## src/rtl/llsc_pkg.sv

```systemverilog
package llsc_pkg;
  typedef enum logic [1:0] {
    OP_LOAD  = 2'b00,
    OP_STORE = 2'b01,
    OP_LL    = 2'b10,
    OP_SC    = 2'b11
  } llsc_op_e;
endpackage

```

## src/rtl/llsc_word_mem.sv

```systemverilog
module llsc_word_mem #(
  parameter int AW = 5,
  parameter int DW = 32
) (
  input  logic          clk,
  input  logic          we,
  input  logic [AW-1:0] addr,
  input  logic [DW-1:0] wdata,
  output logic [DW-1:0] rdata
);
  localparam int DEPTH = 1 << AW;
  logic [DW-1:0] store_q [DEPTH];

  always_ff @(posedge clk) begin
    if (we) store_q[addr] <= wdata;
    rdata <= store_q[addr];
  end
endmodule

```

## src/rtl/llsc_link_reg.sv

```systemverilog
module llsc_link_reg
  import llsc_pkg::*;
#(
  parameter int AW = 5,
  parameter int BLK_BITS = 2
) (
  input  logic          clk,
  input  logic          rst,
  input  logic          req_valid,
  input  llsc_op_e      req_op,
  input  logic [AW-1:0] req_addr,
  input  logic          ctx_switch,
  input  logic          irq_taken,
  input  logic          snoop_valid,
  input  logic [AW-1:0] snoop_addr,
  output logic          sc_pass,
  output logic          link_valid,
  output logic [AW-1:0] link_addr
);
  localparam int TAG_W = AW - BLK_BITS;

  logic is_ll, is_sc, snoop_hit_link, snoop_hit_req, drop_link, drop_new;

  assign is_ll = req_valid && (req_op == OP_LL);
  assign is_sc = req_valid && (req_op == OP_SC);
  assign snoop_hit_link = snoop_valid &&
    (snoop_addr[AW-1:BLK_BITS] == link_addr[AW-1:BLK_BITS]);
  assign snoop_hit_req  = snoop_valid &&
    (snoop_addr[AW-1:BLK_BITS] == req_addr[AW-1:BLK_BITS]);
  assign drop_link = ctx_switch || irq_taken || snoop_hit_link;
  assign drop_new  = ctx_switch || irq_taken || snoop_hit_req;
  assign sc_pass = is_sc && link_valid && (link_addr == req_addr) && !drop_link;

  always_ff @(posedge clk) begin
    if (rst) begin
      link_valid <= 1'b0;
      link_addr  <= '0;
    end else if (is_ll) begin
      link_valid <= !drop_new;
      link_addr  <= req_addr;
    end else if (is_sc || drop_link) begin
      link_valid <= 1'b0;
    end
  end

  p_sc_consumes_r5: assert property (@(posedge clk) disable iff (rst)
    is_sc |=> !link_valid);
  p_ctx_clears_r6: assert property (@(posedge clk) disable iff (rst)
    (ctx_switch && !is_ll) |=> !link_valid);
  p_irq_clears_r7: assert property (@(posedge clk) disable iff (rst)
    (irq_taken && !is_ll) |=> !link_valid);
  p_ll_arms_r1: assert property (@(posedge clk) disable iff (rst)
    (is_ll && !ctx_switch && !irq_taken && !snoop_valid)
      |=> (link_valid && link_addr == $past(req_addr)));
  p_no_pass_unarmed_r4: assert property (@(posedge clk) disable iff (rst)
    !link_valid |-> !sc_pass);

  logic [TAG_W-1:0] unused_tag;
  assign unused_tag = link_addr[AW-1:BLK_BITS];
endmodule

```

## src/rtl/llsc_monitor_top.sv

```systemverilog
module llsc_monitor_top
  import llsc_pkg::*;
#(
  parameter int AW = 5,
  parameter int DW = 32,
  parameter int BLK_BITS = 2
) (
  input  logic          clk,
  input  logic          rst,
  input  logic          req_valid,
  input  logic [1:0]    req_op,
  input  logic [AW-1:0] req_addr,
  input  logic [DW-1:0] req_wdata,
  input  logic          ctx_switch,
  input  logic          irq_taken,
  input  logic          snoop_valid,
  input  logic [AW-1:0] snoop_addr,
  output logic          rsp_valid,
  output logic [DW-1:0] rsp_rdata,
  output logic          rsp_sc_ok
);
  llsc_op_e      op;
  logic          sc_pass, mem_we, link_valid;
  logic [AW-1:0] link_addr;

  assign op = llsc_op_e'(req_op);
  assign mem_we = req_valid && ((op == OP_STORE) || sc_pass);

  llsc_link_reg #(.AW(AW), .BLK_BITS(BLK_BITS)) u_link (
    .clk(clk), .rst(rst), .req_valid(req_valid), .req_op(op),
    .req_addr(req_addr), .ctx_switch(ctx_switch), .irq_taken(irq_taken),
    .snoop_valid(snoop_valid), .snoop_addr(snoop_addr),
    .sc_pass(sc_pass), .link_valid(link_valid), .link_addr(link_addr)
  );

  llsc_word_mem #(.AW(AW), .DW(DW)) u_mem (
    .clk(clk), .we(mem_we), .addr(req_addr), .wdata(req_wdata),
    .rdata(rsp_rdata)
  );

  always_ff @(posedge clk) begin
    if (rst) begin
      rsp_valid <= 1'b0;
      rsp_sc_ok <= 1'b0;
    end else begin
      rsp_valid <= req_valid;
      rsp_sc_ok <= sc_pass;
    end
  end

  p_rsp_next_r2: assert property (@(posedge clk) disable iff (rst)
    req_valid |=> rsp_valid);
  p_sc_fail_unarmed_r4: assert property (@(posedge clk) disable iff (rst)
    (req_valid && op == OP_SC && !link_valid) |=> !rsp_sc_ok);
  p_sc_addr_miss_r11: assert property (@(posedge clk) disable iff (rst)
    (req_valid && op == OP_SC && link_addr != req_addr) |=> !rsp_sc_ok);
  p_snoop_race_r9: assert property (@(posedge clk) disable iff (rst)
    (req_valid && op == OP_SC && snoop_valid &&
     snoop_addr[AW-1:BLK_BITS] == req_addr[AW-1:BLK_BITS]) |=> !rsp_sc_ok);
endmodule

```

## config.mk

```make
export PLATFORM = sky130hd
export DESIGN_NAME = llsc_monitor_top
export DESIGN_NICKNAME = d
export VERILOG_FILES = /design/src/rtl/llsc_pkg.sv /design/src/rtl/llsc_word_mem.sv /design/src/rtl/llsc_link_reg.sv /design/src/rtl/llsc_monitor_top.sv
export SDC_FILE = /design/constraint.sdc
export NUM_CORES = 1
export LEC_CHECK = 0
export CORE_UTILIZATION = 35
export CTS_CLUSTER_SIZE = 28
export DETAILED_ROUTE_END_ITERATION = 8
export PLACE_DENSITY = 0.6
export REMOVE_ABC_BUFFERS = 1
export SETUP_SLACK_MARGIN = 0.02
export SLEW_MARGIN = 0
export SYNTH_ARGS = -nofsm -noshare
export SYNTH_HDL_FRONTEND = slang
export SYNTH_SLANG_ARGS = --single-unit
```

## constraint.sdc

```tcl
create_clock -name clk -period 6.55 [get_ports clk]
set_input_delay 1.31 -clock clk [delete_from_list [all_inputs] [get_ports clk]]
set_output_delay 1.31 -clock clk [all_outputs]
set_load 0.05 [all_outputs]
```

======== Word-level counts from Yosys, hierarchy flattened ========
Memories as Yosys holds them, arrays and structs flattened. A register that Yosys moved wholly into a read port is not among the register bits.
Cells that the tools add are included.
cells by class
  equal/unequal tests ..................... 6
  mux-type cells .......................... 4
  reductions and logical operators ........ 16
operators by type and width
  cell                  count
  $logic_and A1 B1 Y1   8
  $eq A3 B3 Y1          2
  $eq A5 B5 Y1          1
  $logic_or A1 B1 Y1    5
  $eq A2 B2 Y1 const B  2
  $mux W1               4
  $eq A2 B1 Y1 const B  1
  $logic_not A1 Y1      2
  $reduce_bool A2 Y1    1
word-level totals
  flip-flop bits (word level) ............. 8
  bits in writable memories ............... 1024
  bits of input ports ..................... 50
  output and inout port bits .............. 34
  word-level logic and storage cells ...... 31
  memories ................................ 1
memories
  name           words  bits a word  rd ports  clocked after memory_dff  write ports  line                 RTL
  u_mem.store_q  32     32           1         1                         1            llsc_word_mem.sv:12  logic [DW-1:0] store_q [DEPTH];

======== Depth between registers and ports, before layout ========
  depth after elaboration ................. 9
  gate-level depth with buffers ........... 8

======== Cells and area by module ========
Synthesis repeated with hierarchy kept, for this count alone.
second synthesis, totals
  cell total of the unflattened synthesis .. 2152
  area total of the unflattened synthesis .. 40184.8 um^2
modules (own cells, without submodules)
  module            times used  cells an instance  area each (um^2)  sequential area each (um^2)
  llsc_word_mem     1           2107               39741.9           31390.1
  llsc_link_reg     1           39                 369.1             120.1
  llsc_monitor_top  1           6                  73.8              40.0

======== Least setup slack after synthesis ========
OpenSTA, ideal clock, no wires.
  path kind ............................... in2reg
  start ................................... input port req_addr[1]
  end ..................................... memory u_mem.store_q[5][0], enable pin
  library setup time ...................... 0.461 ns
  arrival time ............................ 4.576 ns
  data required time ...................... 6.089 ns
  path slack .............................. 1.513 ns
  cell stages on the path ................. 6
  buffers on the path ..................... 4
  path through ............................ buf_2 buf_4 buf_4 buf_2 nand4b_1 nor3_1
on the way
  word-level cells in the longest chain between the ends .. 7
RTL lines
  item                              line                    RTL
  start: declaration                llsc_monitor_top.sv:12  input logic [AW-1:0] req_addr,
  $eq A5 B5 Y1                      llsc_link_reg.sv:32     assign sc_pass = is_sc && link_valid && (link_addr == req_addr) && !drop_link;
  $logic_and A1 B1 Y1 (2 in a row)  llsc_link_reg.sv:32
  $logic_or A1 B1 Y1                llsc_monitor_top.sv:27  assign mem_we = req_valid && ((op == OP_STORE) || sc_pass);
  $logic_and A1 B1 Y1               llsc_monitor_top.sv:27
  $mux W1                           llsc_word_mem.sv:15     if (we) store_q[addr] <= wdata;
  $mux W1 (implied by the code)     llsc_word_mem.sv:15
  end: declaration                  llsc_word_mem.sv:12
Parallel ways exist; a longest one is shown, timed or not.

======== Final worst setup path ========
  start ................................... input port req_addr[0]
  end ..................................... memory u_mem.store_q[26][30], enable pin
Same word-level chain as after synthesis.

==> out/results.ini <==
[die]
die-width_um = 340.7
coreArea_um2 = 113100
rows = 123
die_h_um = 340.7
io_pins = 84
start_util_pct = 35.50
die_area_um2 = 116100

[sta]
finalHoldViolCount = 0
tightest_slew_ns = 1.228
setup_viol = 0
hold_slack_ns = 0.5258
period_minus_slack_ns = 4.289
finClkSkew_ns = 0.02643
max_freq_mhz = 233.2
slew_violations = 0
setup_tns_ns = 0
finalCritPeriodShare_pct = 65.48
rsz0062_at_grt = false
maxSlewHeadroom_pct = 18.10

[cts]
hold_buffers = 0
cts_buffers = 107
cts_resized = 0
postCtsSetupBuffers = 0
clk_latency_ns = 0.68
clock_sinks = 1064
worst_setup_hold_path_clk_slew_ns = 0.06
h-tree-depth = 3
cts_max_path_buffers = 3
cts_tree = done
cts-root-buf = clkbuf_16

[synthesis]
synth_warnings = 0
ys_seq_elements = 1064
ys.flop_type = edfxtp_1
ys_seq_area_share_pct = 78.57
yosysUniqueCellTypes = 32
synth_edf_count = 1024
synthCells = 2157
syn_area_per_cell_um2 = 18.62
syn-cell-area_um2 = 40150
synth_async_sr_flop_share_pct = 0

[routing]
detail_route.iter0.violations = 1969
vias = 21080
post_drt_wl_per_cell_um = 27.31
wirelength_um = 106400
drtPass1Iterations = 5
drt-vias-per-instance = 5.412
drc = 0
antenna_left = 0

[setup_path]
reg2reg_from = u_link.link_valid
endpoint_kind = flop
cp-endpoint = u_mem.store_q[26][30]
worstPathMaxFanout = 32
required_ns = 6.84
regToRegSetupSlack_ns = 3.65
crit_type = in2reg
worst_ep_arrival_time_ns = 4.57
start_kind = input port
timing.rr.end = u_mem.store_q[26][30]
cp-startpoint = req_addr[0]
reg2regPathDepth = 6

[finish]
num-nets-final = 2355
layout-drive-gt1-share_pct = 12.45
nFillCells = 9868
syn_to_final_growth_pct = 16.24

[pwr]
ir_drop_mv = 0.2149
power_density_nw_per_um2 = 306.6
power.leakage_nw = 15.89

[hold_path]
hold_class = reg2reg

[placement]
gp_congestion = 0.7491
numPortBuffers = 81
dpl.hpwl_um = 54750

[global_routing]
grt_pass1_wl_um = 148900
overflow = 0
grt_max_degree = 100
antenna_found_initial = 4
track_usage_pct = 17.94
grt_pass1_vias = 20720

[flow_run]
max_cap_violations = 0

[outcome]
status = finished, final reports clean

## cells in the mapped netlist (2+ instances only)
| cell type | n | share of area, % |
|---|---|---|
| edfxtp_1 | 1024 | 77 |
| mux2i_1 | 517 | 13 |
| o22ai_1 | 252 | 3.9 |
| buf_2 | 84 | 1.0 |
| nor4_1 | 65 | 1.0 |
| dfxtp_1 | 40 | 2.0 |
| nand2_1 | 36 | 0.34 |
| nor3_1 | 34 | 0.42 |
| clkbuf_1 | 32 | 0.30 |
| nor2_1 | 9 | 0.084 |
| buf_6 | 8 | 0.22 |
| nand4bb_1 | 6 | 0.17 |
| xnor2_1 | 6 | 0.13 |
| nand4b_1 | 5 | 0.11 |
| xor2_1 | 5 | 0.11 |
| buf_4 | 4 | 0.075 |
| nand3b_1 | 4 | 0.075 |
| o22ai_2 | 4 | 0.12 |
| nand4_1 | 3 | 0.047 |
| or4b_1 | 3 | 0.075 |
| buf_1 | 2 | 0.019 |
| nand3_1 | 2 | 0.025 |
| or3_1 | 2 | 0.031 |
| or3b_2 | 2 | 0.044 |
## flip-flops by register name, summed over array words and instances, names as in the netlist
name	flops
u_link.link_valid	1
u_link.link_addr	5
u_mem.store_q	1024
u_mem.rdata	32
rsp_sc_ok	1
rsp_valid	1
## per-layer routing
layer  track usage, %  routed length (um)  vias up
li1                 -                   -     9087
met1            24.67               45480    11010
met2            28.96               50680      829
met3            3.253                7534      155
met4            5.437                2693        0
met5                0                   0        -
## layout make-up
class                           count  area, um^2  area share (%)
Clock inverter                     49       535.5           1.147
Sequential cell                  1064       31550           67.59
Antenna cell                        2       5.005         0.01072
Inverter                            1       3.754        0.008042
Timing Repair Buffer              169        1514           3.243
Multi-Input combinational cell    962        8207           17.58
Clock buffer                      149        2985           6.396
Tap cell                         1500        1877           4.021
## per-stage QoR
| step | power (mW) | area (um^2) | cells | setup WS (ns) | utilization [%] |
|---|---|---|---|---|---|
| final | 14.31 | 46680 | 3896 | 2.261 | 41.27 |
| after global routing | 14.71 | 46670 | 3895 | 2.148 | 41.26 |
| after CTS | 14.42 | 46670 | 3894 | 2.332 | 41.26 |
| after detailed placement | 8.393 | 43150 | 3696 | 1.651 | 38.15 |
| after global placement | 8.380 | 43150 | 3696 | 1.652 | 38.15 |
| after floorplan | 7.988 | 39490 | 2027 | 1.110 | - |
## power breakdown
part | internal, mW | total [mW] | switching (mW)
clock network | 3.54 | 6.07 | 2.52
logic | 0.235 | 0.709 | 0.475
registers | 7.51 | 7.54 | 0.0220
total | 11.3 | 14.3 | 3.02
## how the worst min path moves through the flow
stage | start | to | depth (start not counted)
after detailed placement | u_link.link_addr[0] | u_link.link_addr[0] | 2
final | u_link.link_addr[1] | u_link.link_addr[1] | 2
after CTS | u_link.link_addr[0] | u_link.link_addr[0] | 2
after floorplan | u_link.link_addr[0] | u_link.link_addr[0] | 2
after global placement | u_link.link_addr[1] | u_link.link_addr[1] | 2
after global routing | u_link.link_addr[0] | u_link.link_addr[0] | 2
## worst max-delay path, stage by stage
cell,delay (ns)
clkdlybuf4s50_1,1.22
xor2_1,0.15
nor3_1,0.40
a31oi_4,0.17
buf_4,0.32
nor3_2,0.23
buf_4,0.72
## placed cells by master, fill, tap and decap left out, types with 2 or more instances in the layout
cell type | Yosys | layout
buf_12 | 0 | 3
buf_4 | 4 | 85
bufinv_16 | 0 | 9
clkbuf_1 | 32 | 27
clkbuf_16 | 0 | 107
clkbuf_8 | 0 | 15
clkdlybuf4s50_1 | 0 | 80
clkinv_1 | 0 | 12
clkinv_2 | 0 | 16
clkinv_8 | 0 | 2
clkinvlp_4 | 0 | 4
dfxtp_1 | 40 | 40
diode_2 | 0 | 2
edfxtp_1 | 1024 | 1024
inv_16 | 0 | 2
inv_6 | 0 | 2
mux2i_1 | 517 | 517
nand2_1 | 36 | 36
nand3_1 | 2 | 2
nand3b_1 | 4 | 4
nand4_1 | 3 | 3
nand4b_1 | 5 | 5
nand4bb_4 | 0 | 6
nor2_1 | 9 | 9
nor3_1 | 34 | 2
nor3_2 | 0 | 32
nor4_1 | 65 | 65
o22ai_1 | 252 | 252
o22ai_2 | 4 | 4
or3_1 | 2 | 2
or3b_2 | 2 | 2
or4b_2 | 0 | 3
xnor2_1 | 6 | 6
xor2_1 | 5 | 5
## cells by family after synthesis
kind of cell           share of synthesized area (%)
buffers and inverters                          1.673
XOR/XNOR                                      0.2399
AND/OR/NAND/NOR                                2.521
multiplexers                                   12.89
flip-flops                                     78.57
AO/OA/AOI/OAI                                  4.107
Power figures use the tool's default switching activity.
